### src/rtl/gpio_edge_pkg.sv
// Package: register offsets shared by the register file, the checker and
// anyone decoding this block's address space. Offsets are byte addresses.
package gpio_edge_pkg;
    localparam int unsigned OFF_BANK_EN  = 'h08;
    localparam int unsigned OFF_DIR      = 'h10;
    localparam int unsigned OFF_OUT      = 'h14;
    localparam int unsigned OFF_SET_OUT  = 'h18;
    localparam int unsigned OFF_CLR_OUT  = 'h1C;
    localparam int unsigned OFF_IN       = 'h20;
    localparam int unsigned OFF_RISE     = 'h24;
    localparam int unsigned OFF_SET_RISE = 'h28;
    localparam int unsigned OFF_CLR_RISE = 'h2C;
    localparam int unsigned OFF_FALL     = 'h30;
    localparam int unsigned OFF_SET_FALL = 'h34;
    localparam int unsigned OFF_CLR_FALL = 'h38;
    localparam int unsigned OFF_STATUS   = 'h3C;
endpackage

### src/rtl/gpio_edge_sync.sv
// Module: two-flop synchronizer plus one history stage per pin.
// Assumes pin_in is asynchronous to clk. lvl is the synchronized level and
// prv is lvl delayed by one cycle; their difference marks an edge.
module gpio_edge_sync #(
    parameter int unsigned W = 32
) (
    input  logic         clk,
    input  logic         rst_n,
    input  logic [W-1:0] pin_in,
    output logic [W-1:0] lvl,
    output logic [W-1:0] prv
);
    logic [W-1:0] meta;

    // Shift pin levels through the metastability stage, sync stage and history.
    always_ff @(posedge clk) begin
        if (!rst_n) begin
            meta <= '0;
            lvl  <= '0;
            prv  <= '0;
        end else begin
            meta <= pin_in;
            lvl  <= meta;
            prv  <= lvl;
        end
    end
endmodule

### src/rtl/gpio_edge_det.sv
// Module: per-pin edge detection and write-one-to-clear status latch.
// Assumes lvl/prv come from gpio_edge_sync. A fresh edge overrides a clear
// that targets the same bit in the same cycle.
module gpio_edge_det #(
    parameter int unsigned W = 32
) (
    input  logic         clk,
    input  logic         rst_n,
    input  logic [W-1:0] lvl,
    input  logic [W-1:0] prv,
    input  logic [W-1:0] rise_en,
    input  logic [W-1:0] fall_en,
    input  logic [W-1:0] clr_mask,
    output logic [W-1:0] status
);
    logic [W-1:0] hit;

    // Edge hits in the enabled direction only.
    always_comb begin
        hit = (lvl & ~prv & rise_en) | (~lvl & prv & fall_en);
    end

    // Status: clear requested bits, then OR in new hits so edges win.
    always_ff @(posedge clk) begin
        if (!rst_n) begin
            status <= '0;
        end else begin
            status <= (status & ~clr_mask) | hit;
        end
    end
endmodule

### src/rtl/gpio_edge_regs.sv
// Module: register file and read mux. Assumes one bus word per cycle, with
// word-aligned addresses; unaligned or unmapped offsets read 0, write nothing.
module gpio_edge_regs #(
    parameter int unsigned NPINS    = 32,
    parameter int unsigned NBANK_EN = 5,
    parameter int unsigned ADDR_W   = 6
) (
    input  logic                clk,
    input  logic                rst_n,
    input  logic                bus_we,
    input  logic [ADDR_W-1:0]   bus_addr,
    input  logic [NPINS-1:0]    bus_wdata,
    input  logic [NPINS-1:0]    in_lvl,
    input  logic [NPINS-1:0]    status,
    output logic [NPINS-1:0]    bus_rdata,
    output logic [NPINS-1:0]    dir,
    output logic [NPINS-1:0]    out_lat,
    output logic [NPINS-1:0]    rise_en,
    output logic [NPINS-1:0]    fall_en,
    output logic [NBANK_EN-1:0] bank_en,
    output logic [NPINS-1:0]    stat_clr
);
    import gpio_edge_pkg::*;

    localparam logic [ADDR_W-1:0] A_BEN  = ADDR_W'(OFF_BANK_EN);
    localparam logic [ADDR_W-1:0] A_DIR  = ADDR_W'(OFF_DIR);
    localparam logic [ADDR_W-1:0] A_OUT  = ADDR_W'(OFF_OUT);
    localparam logic [ADDR_W-1:0] A_SO   = ADDR_W'(OFF_SET_OUT);
    localparam logic [ADDR_W-1:0] A_CO   = ADDR_W'(OFF_CLR_OUT);
    localparam logic [ADDR_W-1:0] A_IN   = ADDR_W'(OFF_IN);
    localparam logic [ADDR_W-1:0] A_RISE = ADDR_W'(OFF_RISE);
    localparam logic [ADDR_W-1:0] A_SR   = ADDR_W'(OFF_SET_RISE);
    localparam logic [ADDR_W-1:0] A_CR   = ADDR_W'(OFF_CLR_RISE);
    localparam logic [ADDR_W-1:0] A_FALL = ADDR_W'(OFF_FALL);
    localparam logic [ADDR_W-1:0] A_SF   = ADDR_W'(OFF_SET_FALL);
    localparam logic [ADDR_W-1:0] A_CF   = ADDR_W'(OFF_CLR_FALL);
    localparam logic [ADDR_W-1:0] A_STAT = ADDR_W'(OFF_STATUS);

    logic [NPINS-1:0] m_so, m_co, m_sr, m_cr, m_sf, m_cf;

    // Write masks: write data where the strobe hits that port, else zero.
    always_comb begin
        m_so     = (bus_we && bus_addr == A_SO)   ? bus_wdata : '0;
        m_co     = (bus_we && bus_addr == A_CO)   ? bus_wdata : '0;
        m_sr     = (bus_we && bus_addr == A_SR)   ? bus_wdata : '0;
        m_cr     = (bus_we && bus_addr == A_CR)   ? bus_wdata : '0;
        m_sf     = (bus_we && bus_addr == A_SF)   ? bus_wdata : '0;
        m_cf     = (bus_we && bus_addr == A_CF)   ? bus_wdata : '0;
        stat_clr = (bus_we && bus_addr == A_STAT) ? bus_wdata : '0;
    end

    // Direction and bank enables: plain writable registers.
    always_ff @(posedge clk) begin
        if (!rst_n) begin
            dir     <= '1;
            bank_en <= '0;
        end else if (bus_we) begin
            if (bus_addr == A_DIR) dir     <= bus_wdata;
            if (bus_addr == A_BEN) bank_en <= bus_wdata[NBANK_EN-1:0];
        end
    end

    // Output latch and edge enables: set and clear through separate ports.
    always_ff @(posedge clk) begin
        if (!rst_n) begin
            out_lat <= '0;
            rise_en <= '0;
            fall_en <= '0;
        end else begin
            out_lat <= (out_lat | m_so) & ~m_co;
            rise_en <= (rise_en | m_sr) & ~m_cr;
            fall_en <= (fall_en | m_sf) & ~m_cf;
        end
    end

    // Read mux: readable registers by offset, write-only ports read zero.
    always_comb begin
        case (bus_addr)
            A_BEN:   bus_rdata = {{(NPINS-NBANK_EN){1'b0}}, bank_en};
            A_DIR:   bus_rdata = dir;
            A_OUT:   bus_rdata = out_lat;
            A_IN:    bus_rdata = in_lvl;
            A_RISE:  bus_rdata = rise_en;
            A_FALL:  bus_rdata = fall_en;
            A_STAT:  bus_rdata = status;
            default: bus_rdata = '0;
        endcase
    end
endmodule

### src/rtl/gpio_edge_ctrl.sv
// Module: top of the GPIO bank. Wires the register file, synchronizer and
// edge detector, and forms one gated interrupt per bank of BANK_W pins.
// Assumes NPINS is a multiple of BANK_W and NBANK_EN >= NPINS/BANK_W.
module gpio_edge_ctrl #(
    parameter int unsigned NPINS    = 32,
    parameter int unsigned BANK_W   = 16,
    parameter int unsigned NBANK_EN = 5,
    parameter int unsigned ADDR_W   = 6,
    localparam int unsigned NBANKS  = NPINS / BANK_W
) (
    input  logic              clk,
    input  logic              rst_n,
    input  logic              bus_we,
    input  logic [ADDR_W-1:0] bus_addr,
    input  logic [NPINS-1:0]  bus_wdata,
    output logic [NPINS-1:0]  bus_rdata,
    input  logic [NPINS-1:0]  pin_in,
    output logic [NPINS-1:0]  pin_out,
    output logic [NPINS-1:0]  pin_oe,
    output logic [NBANKS-1:0] irq
);
    logic [NPINS-1:0]    lvl, prv, dir, out_lat, rise_en, fall_en, stat_clr, status_q;
    logic [NBANK_EN-1:0] bank_en;

    gpio_edge_regs #(.NPINS(NPINS), .NBANK_EN(NBANK_EN), .ADDR_W(ADDR_W)) u_regs (
        .clk(clk), .rst_n(rst_n), .bus_we(bus_we), .bus_addr(bus_addr),
        .bus_wdata(bus_wdata), .in_lvl(lvl), .status(status_q),
        .bus_rdata(bus_rdata), .dir(dir), .out_lat(out_lat),
        .rise_en(rise_en), .fall_en(fall_en), .bank_en(bank_en),
        .stat_clr(stat_clr)
    );

    gpio_edge_sync #(.W(NPINS)) u_sync (
        .clk(clk), .rst_n(rst_n), .pin_in(pin_in), .lvl(lvl), .prv(prv)
    );

    gpio_edge_det #(.W(NPINS)) u_det (
        .clk(clk), .rst_n(rst_n), .lvl(lvl), .prv(prv),
        .rise_en(rise_en), .fall_en(fall_en), .clr_mask(stat_clr),
        .status(status_q)
    );

    // Pin drive: output enable is the inverse of the input-direction bit.
    always_comb begin
        pin_out = out_lat;
        pin_oe  = ~dir;
    end

    // One interrupt per bank: gated OR of that bank's status slice.
    for (genvar b = 0; b < NBANKS; b++) begin : g_bank
        assign irq[b] = bank_en[b] & (|status_q[b*BANK_W +: BANK_W]);
    end
endmodule

### config.mk
export PLATFORM = sky130hd
export DESIGN_NAME = gpio_edge_ctrl
export DESIGN_NICKNAME = d
export VERILOG_FILES = /design/src/rtl/gpio_edge_pkg.sv /design/src/rtl/gpio_edge_sync.sv /design/src/rtl/gpio_edge_det.sv /design/src/rtl/gpio_edge_regs.sv /design/src/rtl/gpio_edge_ctrl.sv
export SDC_FILE = /design/constraint.sdc
export NUM_CORES = 1
export LEC_CHECK = 0
export ABC_CLOCK_PERIOD_IN_PS = 1950
export BUFFER_PORTS_ARGS = -buffer_cell sky130_fd_sc_hd__buf_4
export CORE_UTILIZATION = 55
export DETAILED_ROUTE_END_ITERATION = 6
export GPL_TIMING_DRIVEN = 0
export PLACE_DENSITY = 0.8
export REMOVE_ABC_BUFFERS = 1
export SETUP_SLACK_MARGIN = 0.2
export SLEW_MARGIN = 25
export SYNTH_ARGS = -nofsm -noshare
export SYNTH_HDL_FRONTEND = slang
export SYNTH_SLANG_ARGS = --single-unit
export TNS_END_PERCENT = 1
### constraint.sdc
create_clock -name clk -period 1.95 [get_ports clk]
set_input_delay 0.195 -clock clk [delete_from_list [all_inputs] [get_ports clk]]
set_output_delay 0.195 -clock clk [all_outputs]
set_load 0.05 [all_outputs]
## After elaboration in Yosys (flattened, before gate mapping)

Index checks and enable logic that the tools add are counted.

| word-level totals | value |
|---|---|
| memory bits (writable) | 0 |
| memory bits (read-only) | 0 |
| register bits after elaboration | 261 |
| input bits | 73 |
| word-level logic and storage cells | 63 |
| bits in latches | 0 |
| memories kept | 0 |

| cells by class | value |
|---|---|
| multiply operators | 0 |
| muxes and demuxes | 8 |
| $lt $le $gt $ge | 0 |
| equality and inequality tests | 13 |
| add/subtract/negate cells | 0 |
| shift operators | 0 |
| reductions and logical operators | 11 |
| div/mod/pow operators | 0 |
| bitwise operators | 22 |

Operators with widths:

| operator | count |
|---|---|
| $and 32x32->32 | 8 |
| $mux 32 | 7 |
| $not 32->32 | 7 |
| $pmux 32 s7 | 1 |
| $or 32x32->32 | 5 |
| $eq 6x6->1 const B | 8 |
| $reduce_or 16->1 | 2 |
| $eq 6x5->1 const B | 4 |
| $logic_and 1x1->1 | 7 |
| $eq 6x4->1 const B | 1 |
| $reduce_and 2->1 | 2 |
| $and 1x1->1 | 2 |

## Logic depth before layout (Yosys ltp)

| logic depth | value |
|---|---|
| depth after elaboration | 6 |
| depth in mapped cells | 8 |
| mapped depth without buffers | 4 |

## By module

Synthesis repeated with hierarchy kept, for this count alone.

| unflattened totals | value |
|---|---|
| cell total of the unflattened synthesis | 1241 |
| area total of the unflattened synthesis | 11954.0 µm² |

By module, submodules not included:

| module | cells an instance | area each (µm²) | seq. area each (µm²) | instances |
|---|---|---|---|---|
| gpio_edge_regs | 824 | 7464.7 | 2662.6 | 1 |
| gpio_edge_sync | 202 | 2603.7 | 1921.8 | 1 |
| gpio_edge_det | 171 | 1690.4 | 640.6 | 1 |
| gpio_edge_ctrl | 44 | 195.2 | 0.0 | 1 |

## Worst setup path after synthesis

No wires, ideal clock.

| timing path | value |
|---|---|
| path type | input-to-output |
| start point | input port bus_addr[5] |
| end point | output port bus_rdata[19] |
| arrival | 2.039 ns |
| slack | -0.284 ns |
| stages on the path | 6 |
| data required time | 1.755 ns |
| path through | buf_2 -> nor2b_1 -> buf_2 -> clkbuf_1 -> a22oi_1 -> o221ai_1 |

| on the way | value |
|---|---|
| word-level cells in the longest chain between the ends | 2 |
| elaborated cells on any way between the ends | 8 |

Ends and longest elaborated chain:

| element | RTL line | source |
|---|---|---|
| start: declaration | gpio_edge_ctrl.sv:14 | `input logic [ADDR_W-1:0] bus_addr,` |
| $eq 6x6->1, or another cell as far along | gpio_edge_regs.sv:78 | `case (bus_addr)` |
| $pmux 32 s7 (*) | gpio_edge_regs.sv:78 |  |
| end: declaration | gpio_edge_ctrl.sv:16 | `output logic [NPINS-1:0] bus_rdata,` |

Mark *: on every way between the ends. The rest lies on a longest branch, timed or not.

## Worst setup path after layout

| timing path | value |
|---|---|
| start point | input port bus_addr[0] |
| end point | output port bus_rdata[1] |

The elaborated chain is that of the path after synthesis.

==> flow_summary.json <==
{
  "status": "finished clean",
  "clk_path_buf_depth": 3,
  "grt_pass1_wl_microns": 51100,
  "globalplace.congestion": 0.777,
  "synth-edff-count": 0,
  "yosysTopAreaCell": "dfxtp_1",
  "crit_path_max_incr_delay_ps": 590,
  "first_pass_iters": 7,
  "grt_antenna_before_repair": 0,
  "route.detailed.drc": 0,
  "grt_pass1_vias": 9438,
  "finish.instance_area_sq_mm": 0.0141,
  "crit_family": "buffers and inverters",
  "final_cell_mix": "261 x dfxtp_1, 162 x buf_4, 101 x a21oi_1, 97 x and2_1, 70 x nand2_1",
  "seq_area_frac_synth_pct": 49.1,
  "worstPathArrival_ps": 1720,
  "clock_latency_ps": 540,
  "design.die.area_sq_mm": 0.0199,
  "rows": 50,
  "dp.cells": 1449,
  "grtUsageTotal_pct": 32.8,
  "wire_per_inst_microns": 21.2,
  "drive_above_1_share_pct": 23.9,
  "peakVddDrop_mv": 0.643,
  "dr.first_iter.drc_count": 860,
  "fin_cells": 1576,
  "maxCapViolCount": 0,
  "cts.sinks": 261,
  "rr_startpoint": "u_sync.lvl[1]",
  "cts_tree": "yes",
  "fmaxAchievable_mhz": 522,
  "ys_seq_elements": 261,
  "fin_crit_ps": 1920,
  "cts_buffers": 27,
  "synthesis.area_sq_mm": 0.0106,
  "reg2reg_slack_ps": 1030,
  "reg2reg_to": "u_det.status[1]",
  "ios": 171,
  "critPathMaxFanout": 5,
  "setup_viol": 0,
  "power_density_mw_per_mm2": 824,
  "drv_slew": 0,
  "crit_type": "input pin to primary output",
  "clk_pin_slew_ps": 70,
  "synth.area.top_cells": "dfxtp_1 49%, and2_1 5.9%, a21oi_1 4.8%, a211oi_1 4.7%, a211oi_2 3.5%",
  "initial_utilization_pct": 56.5,
  "ys.warnings.count": 0,
  "antenna_left": 0,
  "path_cells": "buf_8 -> or4b_4 -> buf_12 -> buf_16 -> a2bb2oi_2 -> o211ai_1 -> buf_4",
  "dieWidth_microns": 141,
  "io_buffers": 170,
  "die_h_microns": 141,
  "coreArea_sq_mm": 0.0188,
  "final_util_pct": 75.1,
  "via_per_inst": 6.23,
  "dpl_worst_slack_ps": -878,
  "dpl_cell_area_sq_mm": 0.0121,
  "tightest_slew_ps": 990,
  "synthCells": 1129,
  "cp_data_required_time_ps": 1750,
  "htreeDepth": 1,
  "worstSetupEndpointType": "primary output",
  "syn_to_final_growth_pct": 33.0,
  "finalCritPeriodShare_pct": 98.3,
  "min-delay-start": "bus_we",
  "grt.overflow.total": 0,
  "root_buffer": "clkbuf_16",
  "maxSlewHeadroom_pct": 33.8,
  "ys_types": 36,
  "hp-class": "input pin to register",
  "whs_endpoint": "u_regs.bank_en[4]",
  "layout_commonest_cell": "dfxtp_1",
  "power.leakage_nw": 5.45,
  "num-nets-final": 1372,
  "synth_top_area_share_pct": 49.1,
  "drt-total-wl_microns": 33400,
  "synthFlopType": "dfxtp_1",
  "grt_max_degree": 149,
  "diodes": 0,
  "dp_hpwl_microns": 18100,
  "reg2regPathDepth": 3,
  "hold_depth": 3,
  "path_buf_inv": 4,
  "rsz0062_at_grt": "true",
  "finalHoldViolCount": 0,
  "crit_slowest_cell": "or4b_4",
  "holdWs_ps": 153,
  "skew_ps": 13.0,
  "start_kind": "input pin",
  "syn_avg_cell_area_sq_um": 9.42,
  "vias": 9817,
  "layout_setup_ws_ps": 32.9,
  "synthArstFlopShare_pct": 0
}
per-layer routing:
layer / GRT usage (%) / part of all wire, %
met4: 10.5 / 3.3
met5: 0 / 0
met1: 41.5 / 40
met2: 55.8 / 47
met3: 7.00 / 9.1
layout make-up:
type                    instances  area [sq um]
repair buffers                264          2580
clock buffers                  36           790
well taps                     260           325
multi-input cells             710          4950
inverters                      35           136
fillers                      1275          4690
clock inverters                10           133
flip-flops and latches        261          5230
flip-flops by register name, summed over array words and instances, names as in the netlist:
register,cells
u_det.status,32
u_regs.fall_en,32
u_regs.rise_en,32
u_regs.dir,32
u_sync.prv,32
u_regs.bank_en,5
u_sync.meta,32
u_regs.out_lat,32
u_sync.lvl,32
worst max-delay path by stage:
stage | startpoint | endpoint | slack, ps | cells after the start
4_1_cts | bus_addr[0] | bus_rdata[1] | 60 | 7
2_1_floorplan | bus_addr[4] | bus_rdata[10] | -1060 | 3
3_3_place_gp | rst_n | u_regs.dir[7] | -4110 | 4
6_report | bus_addr[0] | bus_rdata[1] | 30 | 7
5_1_grt | bus_addr[0] | bus_rdata[14] | 9 | 7
3_5_place_dp | bus_addr[3] | u_regs.fall_en[16] | -880 | 6
per-stage QoR:
stage	total power [W]	TNS, ps
6_report	0.0117	0
3_5_place_dp	0.00625	-94310
2_1_floorplan	0.00584	-144280
3_3_place_gp	0.00620	-650570
5_1_grt	0.0120	0
4_1_cts	0.0117	0
cells by family (layout without fill, tap and decap cells):
group / Yosys count / in the layout / share of synthesized area, %
and+or+nand+nor: 238 / 239 / 12.8
muxes: 25 / 25 / 2.35
buffers and inverters: 159 / 345 / 6.14
AOI/OAI and AO/OA: 446 / 446 / 29.5
DFF: 261 / 261 / 49.1
worst min-delay path, delay by kind of cell:
| family | cells | cell delay (ps) |
|---|---|---|
| AND/OR/NAND/NOR | 1 | 130 |
| AO/OA/AOI/OAI | 1 | 60 |
| buffers and inverters | 1 | 240 |
power by group:
group	total [W]	internal [W]	switching, W
logic	0.000856	0.000384	0.000472
registers	0.00548	0.00543	0.0000506
clock network	0.00532	0.00322	0.00210
cells in the mapped netlist, types with 2 or more instances:
library cell	count
a21oi_1	101
and2_1	100
a2bb2oi_1	5
nor2b_1	2
o221ai_1	4
a22oi_1	41
a211oi_1	66
nor4_1	9
o22ai_1	23
clkbuf_1	93
mux2i_1	25
nand3b_1	32
buf_2	27
or2_2	2
a221o_1	23
o21a_1	32
a41oi_1	2
nand3_1	9
buf_6	3
a21boi_0	32
inv_1	34
dfxtp_1	261
and3_1	7
o21ai_0	52
a31oi_1	13
a211oi_2	30
nand2_1	71
o211ai_1	22
timing repair:
action	in CTS	in global routing
pin swaps	10	0
hold buffers	64	0
gates cloned	5	0
setup buffers	12	0
endpoints found under the setup margin	139	80
endpoints found under the hold margin	162	0
gates resized for setup	50	7
Power figures use the tool's default switching activity.
